### src/rtl/lrs_pkg.sv
package lrs_pkg;

    typedef enum logic [1:0] {
        ST_IDLE      = 2'd0,
        ST_ADDR      = 2'd1,
        ST_DATA      = 2'd2,
        ST_DONE_WAIT = 2'd3
    } lrs_state_e;

    localparam int RESP_W = 2;

endpackage

### src/rtl/lrs_start_edge.sv
module lrs_start_edge (
    input  logic clk,
    input  logic rst_n,
    input  logic start,
    input  logic idle,
    output logic accept
);

    // Reset to 1 so that a start held high through reset is not taken as an edge.
    logic start_q;

    always_ff @(posedge clk) begin
        if (!rst_n) begin
            start_q <= 1'b1;
        end else begin
            start_q <= start;
        end
    end

    always_comb begin
        accept = idle && start && !start_q;
    end

    AST_ACCEPT_SINGLE: assert property (@(posedge clk) disable iff (!rst_n)
        accept |=> !accept);

endmodule

### src/rtl/lrs_addr_latch.sv
module lrs_addr_latch #(
    parameter int ADDR_W = 32
) (
    input  logic              clk,
    input  logic              rst_n,
    input  logic              load,
    input  logic [ADDR_W-1:0] addr_in,
    output logic [ADDR_W-1:0] addr_q
);

    always_ff @(posedge clk) begin
        if (!rst_n) begin
            addr_q <= '0;
        end else if (load) begin
            addr_q <= addr_in;
        end
    end

endmodule

### src/rtl/lrs_capture.sv
module lrs_capture #(
    parameter int DATA_W = 32,
    parameter int RESP_W = 2
) (
    input  logic              clk,
    input  logic              rst_n,
    input  logic              cap_en,
    input  logic [DATA_W-1:0] data_in,
    input  logic [RESP_W-1:0] resp_in,
    output logic [DATA_W-1:0] data_q,
    output logic [RESP_W-1:0] resp_q
);

    always_ff @(posedge clk) begin
        if (!rst_n) begin
            data_q <= '0;
            resp_q <= '0;
        end else if (cap_en) begin
            data_q <= data_in;
            resp_q <= resp_in;
        end
    end

    AST_CAPTURE_HOLD: assert property (@(posedge clk) disable iff (!rst_n)
        !cap_en |=> $stable(data_q) && $stable(resp_q));

endmodule

### src/rtl/lrs_fsm.sv
module lrs_fsm
    import lrs_pkg::*;
(
    input  logic       clk,
    input  logic       rst_n,
    input  logic       start,
    input  logic       accept,
    input  logic       arready,
    input  logic       rvalid,
    output logic       idle,
    output logic       arvalid,
    output logic       rready,
    output logic       done,
    output logic       cap_en
);

    lrs_state_e state_q, state_d;
    logic       got_q, got_d;

    // State register process
    always_ff @(posedge clk) begin
        if (!rst_n) begin
            state_q <= ST_IDLE;
            got_q   <= 1'b0;
        end else begin
            state_q <= state_d;
            got_q   <= got_d;
        end
    end

    // Output process
    always_comb begin
        idle    = 1'b0;
        arvalid = 1'b0;
        rready  = 1'b0;
        done    = 1'b0;
        unique case (state_q)
            ST_IDLE:      idle = 1'b1;
            ST_ADDR: begin
                arvalid = 1'b1;
                rready  = !got_q;
            end
            ST_DATA:      rready = 1'b1;
            ST_DONE_WAIT: done = 1'b1;
            default:      idle = 1'b1;
        endcase
        cap_en = rvalid && rready;
    end

    // Next-state logic
    always_comb begin
        state_d = state_q;
        got_d   = got_q;
        unique case (state_q)
            ST_IDLE: begin
                got_d = 1'b0;
                if (accept) state_d = ST_ADDR;
            end
            ST_ADDR: begin
                if (cap_en) got_d = 1'b1;
                if (arready) begin
                    if (got_q || cap_en) state_d = ST_DONE_WAIT;
                    else                 state_d = ST_DATA;
                end
            end
            ST_DATA: begin
                if (cap_en) state_d = ST_DONE_WAIT;
            end
            ST_DONE_WAIT: begin
                if (!start) state_d = ST_IDLE;
            end
            default: state_d = ST_IDLE;
        endcase
    end

    AST_RREADY_WITH_ARVALID: assert property (@(posedge clk) disable iff (!rst_n)
        $rose(arvalid) |-> rready);
    AST_ARVALID_HOLD: assert property (@(posedge clk) disable iff (!rst_n)
        arvalid && !arready |=> arvalid);
    AST_ARVALID_DROP: assert property (@(posedge clk) disable iff (!rst_n)
        arvalid && arready |=> !arvalid);
    AST_RREADY_DROP: assert property (@(posedge clk) disable iff (!rst_n)
        rvalid && rready |=> !rready);
    AST_NO_HS_WHILE_DONE: assert property (@(posedge clk) disable iff (!rst_n)
        done |-> !arvalid && !rready);
    AST_DONE_HOLD: assert property (@(posedge clk) disable iff (!rst_n)
        done && start |=> done);
    AST_DONE_RELEASE: assert property (@(posedge clk) disable iff (!rst_n)
        done && !start |=> !done && idle);

endmodule

### src/rtl/axil_read_engine.sv
module axil_read_engine #(
    parameter int ADDR_W = 32,
    parameter int DATA_W = 32
) (
    input  logic              clk,
    input  logic              rst_n,
    input  logic              req_start,
    input  logic [ADDR_W-1:0] req_addr,
    output logic              req_done,
    output logic [DATA_W-1:0] rd_data,
    output logic [1:0]        rd_resp,
    output logic [ADDR_W-1:0] m_araddr,
    output logic              m_arvalid,
    input  logic              m_arready,
    input  logic [DATA_W-1:0] m_rdata,
    input  logic [1:0]        m_rresp,
    input  logic              m_rvalid,
    output logic              m_rready
);

    localparam int RESP_W = lrs_pkg::RESP_W;

    logic idle;
    logic accept;
    logic cap_en;

    lrs_start_edge u_edge (
        .clk    (clk),
        .rst_n  (rst_n),
        .start  (req_start),
        .idle   (idle),
        .accept (accept)
    );

    lrs_addr_latch #(.ADDR_W(ADDR_W)) u_addr (
        .clk     (clk),
        .rst_n   (rst_n),
        .load    (accept),
        .addr_in (req_addr),
        .addr_q  (m_araddr)
    );

    lrs_fsm u_fsm (
        .clk     (clk),
        .rst_n   (rst_n),
        .start   (req_start),
        .accept  (accept),
        .arready (m_arready),
        .rvalid  (m_rvalid),
        .idle    (idle),
        .arvalid (m_arvalid),
        .rready  (m_rready),
        .done    (req_done),
        .cap_en  (cap_en)
    );

    lrs_capture #(.DATA_W(DATA_W), .RESP_W(RESP_W)) u_cap (
        .clk     (clk),
        .rst_n   (rst_n),
        .cap_en  (cap_en),
        .data_in (m_rdata),
        .resp_in (m_rresp),
        .data_q  (rd_data),
        .resp_q  (rd_resp)
    );

    AST_ADDR_STABLE: assert property (@(posedge clk) disable iff (!rst_n)
        m_arvalid && !m_arready |=> $stable(m_araddr));
    AST_START_HELD_NO_RESTART: assert property (@(posedge clk) disable iff (!rst_n)
        req_done && req_start |=> !m_arvalid);

endmodule

### config.mk
export PLATFORM = sky130hd
export DESIGN_NAME = axil_read_engine
export DESIGN_NICKNAME = d
export VERILOG_FILES = /design/src/rtl/lrs_pkg.sv /design/src/rtl/lrs_start_edge.sv /design/src/rtl/lrs_addr_latch.sv /design/src/rtl/lrs_capture.sv /design/src/rtl/lrs_fsm.sv /design/src/rtl/axil_read_engine.sv
export SDC_FILE = /design/constraint.sdc
export NUM_CORES = 1
export LEC_CHECK = 0
export BUFFER_PORTS_ARGS = -buffer_cell sky130_fd_sc_hd__buf_2
export CAP_MARGIN = 20
export CELL_PAD_IN_SITES_DETAIL_PLACEMENT = 0
export CELL_PAD_IN_SITES_GLOBAL_PLACEMENT = 2
export CORE_UTILIZATION = 28
export DETAILED_ROUTE_END_ITERATION = 10
export PLACE_DENSITY_LB_ADDON = 0.2
export SLEW_MARGIN = 10
export SYNTH_ARGS = -nofsm -noshare
export SYNTH_HDL_FRONTEND = slang
export SYNTH_SLANG_ARGS = --single-unit
export TNS_END_PERCENT = 100
### constraint.sdc
create_clock -name clk -period 4.15 [get_ports clk]
set_input_delay 0.2075 -clock clk [delete_from_list [all_inputs] [get_ports clk]]
set_output_delay 0.2075 -clock clk [all_outputs]
set_load 0.02 [all_outputs]
==> qor.csv, run 1 <==
stage,metric,value,unit
finish,# nets final,493,
drt,DRT Pass-1 Iters,4,
critical_path,worst path arrival time,2.67,ns
global_route,first-pass GRT wire length,10.2,mm
clocking,post-CTS setup buffer count,0,
flow_run,max-cap viol count,0,
drt,DRC,0,
yosys,"Seq/Total Area, Yosys",50.2,%
yosys,Syn Nets,357,
floorplan,die area,0.0104,sq mm
yosys,syn avg cell area,9.93,sq um
drt,drt total wl,6.75,mm
yosys,XOR/XNOR Fraction of Synth Area,0,%
timing,"Hold Violations, Final",0,
finish,most frequent cells in the layout,"buf_2, dfxtp_1, nand2_1",
yosys,post-synth top area share,50.2,%
global_route,pin count of the biggest net entering global routing,71,
global_route,number of global-route vias before repair,1967,
drt,Antenna Nets Post-Route,0,
critical_path,Crit Path Class,reg2reg,
timing,RSZ-0062 raised after global routing,false,
clocking,CTS Sinks,70,
floorplan,initial core utilization,28.7,%
yosys,multiplexer share of the synthesized area,12.6,%
finish,Layout area overhead,36.9,%
critical_path,most used cell along the critical path,nor2b_1,
global_route,Overflow after GRT,0,
finish,"commonest non-fill, non-tap cell in the layout",buf_2,
critical_path,worst-path fanout max,20,
timing,normalized max-slew margin,41.1,%
pwr,P per Cell Area,462,mW/mm^2
finish,Non-Filler Instances,554,
timing,min Tclk post-route,2.44,ns
clocking,maximum clock path buffer count,2,
timing,Max Freq,0.410,GHz
yosys,Synth cell types,23,
timing,worst slew pin tran,0.879,ns
yosys,Post-Synth Adder-Cell Area,2.24,%
drt,Initial DRC Count,37,
floorplan,Die W,102,um
yosys,complex-gate fraction of the synthesized area,11.5,%
finish,Reg area,0.00140,sq mm
pwr,Peak VDD IR,0.000199,V
yosys,Cells after Synth,281,
critical_path,CP peak stage delay,0.70,ns
yosys,largest family of logic cells by synthesized area,simple AND/OR/NAND/NOR gates,
placement,GPL Wtd Cong,0.774,
critical_path,CP startpoint kind,register,
floorplan,Std-Cell Core Area,0.00973,sq mm
clocking,Root Buffer,clkbuf_8,
placement,DP Cell Count,538,
drt,WL/cell,12.2,um
critical_path,CP required,4.37,ns
clocking,htree depth,3,
drt,vias per cell,4.09,
floorplan,row count,36,
placement,Post-DP HPWL,4.54,mm
floorplan,Die Ht,102,um
critical_path,CP endpoint kind,register,
yosys,Post-Synth Simple-Gate Area,18.9,%
drt,via count,2266,
yosys,Ys Warns,0,
finish,ANT cells,0,
run_status,status,"finished, final reports clean",
clocking,Clock Pin Slew Worst Setup and Hold Paths,0.07,ns
finish,Fill cells,1031,
finish,multi-input logic area,0.00127,sq mm
global_route,initial antenna violation count,0,
finish,Final Instance Area,0.00382,sq mm
yosys,post-synth top area cell,dfxtp_1,
critical_path,crit path cell chain,inv_1 -> ha_1 -> nor2b_1 -> o211ai_4 -> buf_4 -> mux2i_1 -> nor2b_1,
clocking,CTS tree,done,
floorplan,IO Count,140,
finish,layout cells sized above 1,38.7,%
min_path,Tightest Hold Check Type,in2reg,
pwr,leak pwr,1.97,nW
clocking,clk_lat worst skew,0.33,ns
timing,worst clock skew,0.00908,ns
placement,"Cell Area, Placed",0.00358,sq mm
clocking,CTS Buf Count,9,
timing,max-slew violation count,0,
critical_path,"slowest stage cell, crit path",o211ai_4,
yosys,post-synthesis register bit count,70,
timing,Final period util,58.8,%
yosys,mapped cell area,0.00279,sq mm
timing,setup tns final,0,ns
timing,final setup fails,0,
clocking,number of hold buffers added after cts,0,
global_route,total track usage,12.9,%
clocking,post-cts sizing count,0,
yosys,dominant cells by area after synthesis,"dfxtp_1, mux2i_1, nand2_1, nor2b_1, a21boi_1",
placement,Port Buf Inserts,139,
[Yosys cell counts]
| cell | count |
|---|---|
| clkbuf_1 | 8 |
| nor2b_1 | 39 |
| dfxtp_1 | 70 |
| buf_6 | 1 |
| mux2i_1 | 35 |
| nand2b_1 | 1 |
| a21o_1 | 1 |
| a21boi_0 | 1 |
| a21oi_1 | 2 |
| and2_1 | 1 |
| ha_1 | 5 |
| buf_2 | 6 |
| inv_2 | 1 |
| o211ai_2 | 1 |
| or2_1 | 1 |
| o21a_1 | 2 |
| buf_8 | 3 |
| nor2_1 | 1 |
| nand2b_4 | 1 |
| a2111oi_4 | 1 |
| nand2_1 | 66 |
| a21boi_1 | 32 |
| inv_1 | 2 |
[worst paths after layout]
path | to | from | cells after the start | slack [ns]
max reg2reg | u_cap.data_q[27] | u_fsm.state_q[1] | 7 | 1.71
min | u_addr.addr_q[9] | req_addr[9] | 3 | 0.11
min reg2reg | u_addr.addr_q[20] | u_addr.addr_q[20] | 2 | 0.45
max | u_cap.data_q[27] | u_fsm.state_q[1] | 7 | 1.71
[worst max-delay path: cells and delay by family (launching register included)]
family | cells | cell delay [ns]
flip-flops | 1 | 0.41
adder cells (fa/ha/maj) | 1 | 0.23
AO/OA/AOI/OAI | 1 | 0.70
buffers and inverters | 2 | 0.53
multiplexers | 1 | 0.23
AND/OR/NAND/NOR | 2 | 0.23
[metal layers]
metal	share of wire (%)	track usage (%)	vias to the layer above
met3	6.0	4.79	6
met4	1.2	3.96	0
li1	-	-	1177
met2	47	20.7	67
met1	46	16.2	1016
met5	0	0	-
[flip-flops by register name, summed over array words and instances (netlist names)]
name	count
u_cap.resp_q	2
u_addr.addr_q	32
u_fsm.state_q	2
u_fsm.got_q	1
u_edge.start_q	1
u_cap.data_q	32
[stage by stage]
| stage | setup slack (ns) | total power, mW | utilization, % | hold WS, ns |
|---|---|---|---|---|
| 2_1_floorplan | 2.46 | 1.04 | - | 0.309 |
| 3_3_place_gp | 1.77 | 1.16 | 36.6 | 0.437 |
| 3_5_place_dp | 1.69 | 1.17 | 36.8 | 0.443 |
| 4_1_cts | 1.67 | 1.80 | 39.0 | 0.0855 |
| 5_1_grt | 1.53 | 1.87 | 39.2 | 0.0917 |
| 6_report | 1.71 | 1.77 | 39.2 | 0.105 |
[report_power, final]
part	leakage (nW)	switching (mW)	internal, mW
logic	1.29	0.229	0.173
clock network	0.115	0.253	0.366
registers	0.566	0.0246	0.719
[kinds of logic (layout without fill, tap and decap cells)]
kind of cell               count (synthesis)  in the layout
and+or+nand+nor                          110            110
AOI/OAI and AO/OA                         40             40
adders and majority gates                  5              5
buffers and inverters                     21            161
muxes                                     35             35
DFF                                       70             70
[final cells by class]
class / count / share of cell area (%)
clock inverters: 4 / 1.83
flip-flops and latches: 70 / 36.7
well taps: 133 / 4.36
repair buffers: 143 / 19.5
inverters: 3 / 0.295
multi-input cells: 190 / 33.3
clock buffers: 11 / 3.96
Note: power is estimated with default switching activity, not from simulation.
==> run 2, diff against run 1 <==
Settings changed: ABC_AREA set to 1, CORE_UTILIZATION 28 to 23.
Clock period 4.15 ns to 2.5 ns, I/O delays scaled along.
==> run 2 against run 1 <==
Compared with the run above: flip-flop and latch count unchanged; non-clock buffer count rose by 2; worst hold slack lost 0.086 ns; critical path type is now reg2out; largest power group is now clock.
==> qor.csv, run 2 <==
stage,metric,value,unit
clocking,post-CTS setup buffer count,0,
drt,Initial DRC Count,110,
floorplan,die area,0.0118,sq mm
clocking,htree depth,3,
placement,GPL Wtd Cong,0.694,
critical_path,RR Startpoint,u_fsm.state_q[1],
critical_path,CP startpoint kind,register,
critical_path,worst path arrival time,1.93,ns
min_path,Tightest Hold Check Type,in2reg,
placement,Port Buf Inserts,139,
global_route,total track usage,12.7,%
yosys,Cells after Synth,329,
critical_path,"slowest stage cell, crit path",dfxtp_1,
global_route,number of global-route vias before repair,2303,
clocking,number of hold buffers added after cts,0,
yosys,Post-synth EDFFs,0,
min_path,Hold Startpoint,req_start,
critical_path,worst-path fanout max,35,
run_status,status,"finished, final reports clean",
global_route,first-pass GRT wire length,11.6,mm
yosys,dominant cells by area after synthesis,"dfxtp_1, nor2_1, a21oi_1, nand3_1, o21ai_0",
finish,ANT cells,0,
flow_run,max-cap viol count,0,
placement,Post-DP HPWL,5.16,mm
floorplan,Std-Cell Core Area,0.0110,sq mm
clocking,CTS Buf Count,9,
finish,Top Registers,"u_addr.addr_q x32, u_cap.data_q x32",
global_route,Overflow after GRT,0,
yosys,"Seq/Total Area, Yosys",53.5,%
timing,"Hold Violations, Final",0,
critical_path,CP bufs+invs,4,
floorplan,initial core utilization,23.9,%
critical_path,Crit Path Class,reg2out,
placement,DP Cell Count,591,
timing,Final period util,82.2,%
drt,vias per cell,4.32,
floorplan,row count,38,
timing,setup tns final,0,ns
finish,Layout area overhead,43.3,%
finish,layout cells sized above 1,35.6,%
yosys,post-synthesis register bit count,70,
timing,worst slew pin tran,0.590,ns
clocking,clk_lat worst skew,0.33,ns
critical_path,crit-path leading delay family,buffers and inverters,
clocking,CTS tree,done,
finish,Non-Filler Instances,606,
yosys,synth cell count leaders,"dfxtp_1, nor2_1, nand2_1, a21oi_1, nand3_1",
floorplan,IO Count,140,
yosys,ys async rst share,0,%
yosys,predominant post-synthesis flop cell,dfxtp_1,
clocking,Root Buffer,clkbuf_16,
timing,min Tclk post-route,2.05,ns
drt,DRT Pass-1 Iters,4,
drt,DRC,0,
timing,worst hold slack,0.0191,ns
yosys,Ys Warns,0,
pwr,Peak VDD IR,0.000293,V
clocking,post-cts sizing count,0,
clocking,maximum clock path buffer count,2,
yosys,"count leader, synth",dfxtp_1,
yosys,post-synth top area cell,dfxtp_1,
drt,Antenna Nets Post-Route,0,
clocking,Clock Pin Slew Worst Setup and Hold Paths,0.06,ns
critical_path,crit path cell chain,inv_1 -> ha_1 -> inv_1 -> a21oi_4 -> buf_4 -> buf_2,
floorplan,Die W,109,um
timing,worst clock skew,0.00657,ns
pwr,leak pwr,1.73,nW
pwr,P per Cell Area,998,mW/mm^2
critical_path,CP endpoint kind,output port,
yosys,mapped cell area,0.00262,sq mm
pwr,"Power, Total",3.75,mW
timing,normalized max-slew margin,60.6,%
drt,via count,2620,
floorplan,Die Ht,109,um
global_route,initial antenna violation count,1,
timing,max-slew violation count,0,
global_route,pin count of the biggest net entering global routing,37,
clocking,CTS Sinks,70,
critical_path,Setup crit start,u_fsm.state_q[0],
timing,final setup fails,0,
finish,"commonest non-fill, non-tap cell in the layout",buf_2,
critical_path,CP required,2.38,ns
yosys,post-synth top area share,53.5,%
drt,drt total wl,7.53,mm
finish,# nets final,538,
timing,Max Freq,0.487,GHz
yosys,Syn Nets,405,
critical_path,CP peak stage delay,0.39,ns
drt,WL/cell,12.4,um
critical_path,most used cell along the critical path,inv_1,
yosys,Synth cell types,20,
finish,most frequent cells in the layout,"buf_2, dfxtp_1, nor2_1",
yosys,syn avg cell area,7.97,sq um
timing,RSZ-0062 raised after global routing,false,
-- run 2: changes by cell type in the layout (fill, tap and decap cells not counted), moves of 21 or more --
cell      previous run  this run
o21ai_0              0        34
nand2_1             66        45
nor2b_1             39         0
nor2_1               0        65
a21oi_1              2        35
mux2i_1             35         0
a21boi_1            32         0
nand3_1              0        35
-- run 2: kinds of logic (layout without fill, tap and decap cells) --
| kind of cell | count (synthesis) | after routing | share of synthesized area (%) |
|---|---|---|---|
| AO/OA/AOI/OAI | 73 | 73 | 14.7 |
| buffers and inverters | 33 | 170 | 6.20 |
| flip-flops | 70 | 70 | 53.5 |
| AND/OR/NAND/NOR | 148 | 148 | 23.3 |
| adder cells (fa/ha/maj) | 5 | 5 | 2.39 |
-- run 2: path summary, 6_finish.rpt --
kind | to | slack, ns | cells after the start
setup / recovery | m_rready | 0.45 | 6
hold / removal | u_edge.start_q | 0.02 | 2
setup reg to reg | u_cap.data_q[27] | 0.56 | 8
hold reg to reg | u_cap.data_q[12] | 0.46 | 2
-- run 2: cell type report --
cell class	count	area, sq um
Clock inverter	5	106
Timing Repair Buffer	145	741
Multi-Input combinational cell	226	1060
Sequential cell	70	1400
Clock buffer	10	239
Tap cell	140	175
Inverter	10	37.5
Fill cell	1207	7230
-- run 2: metal layers --
metal / wire, um / vias to the layer above / GRT usage, %
li1: - / 1340 / -
met1: 3390 / 1158 / 16.8
met2: 3190 / 107 / 18.0
met3: 806 / 13 / 5.08
met4: 123 / 2 / 5.79
met5: 17 / - / 0
-- run 2: power breakdown --
group | total (mW) | switching, mW | internal, mW
combinational | 0.961 | 0.637 | 0.324
clock | 1.48 | 0.478 | 0.999
sequential | 1.31 | 0.0679 | 1.24
-- run 2: through the flow --
stage	setup WS [ns]	utilization, %	cell area (sq um)
2_1_floorplan	0.898	-	2620
3_3_place_gp	0.612	31.1	3410
3_5_place_dp	0.543	31.1	3410
4_1_cts	0.408	34.2	3760
5_1_grt	0.261	34.2	3760
6_report	0.446	34.2	3760
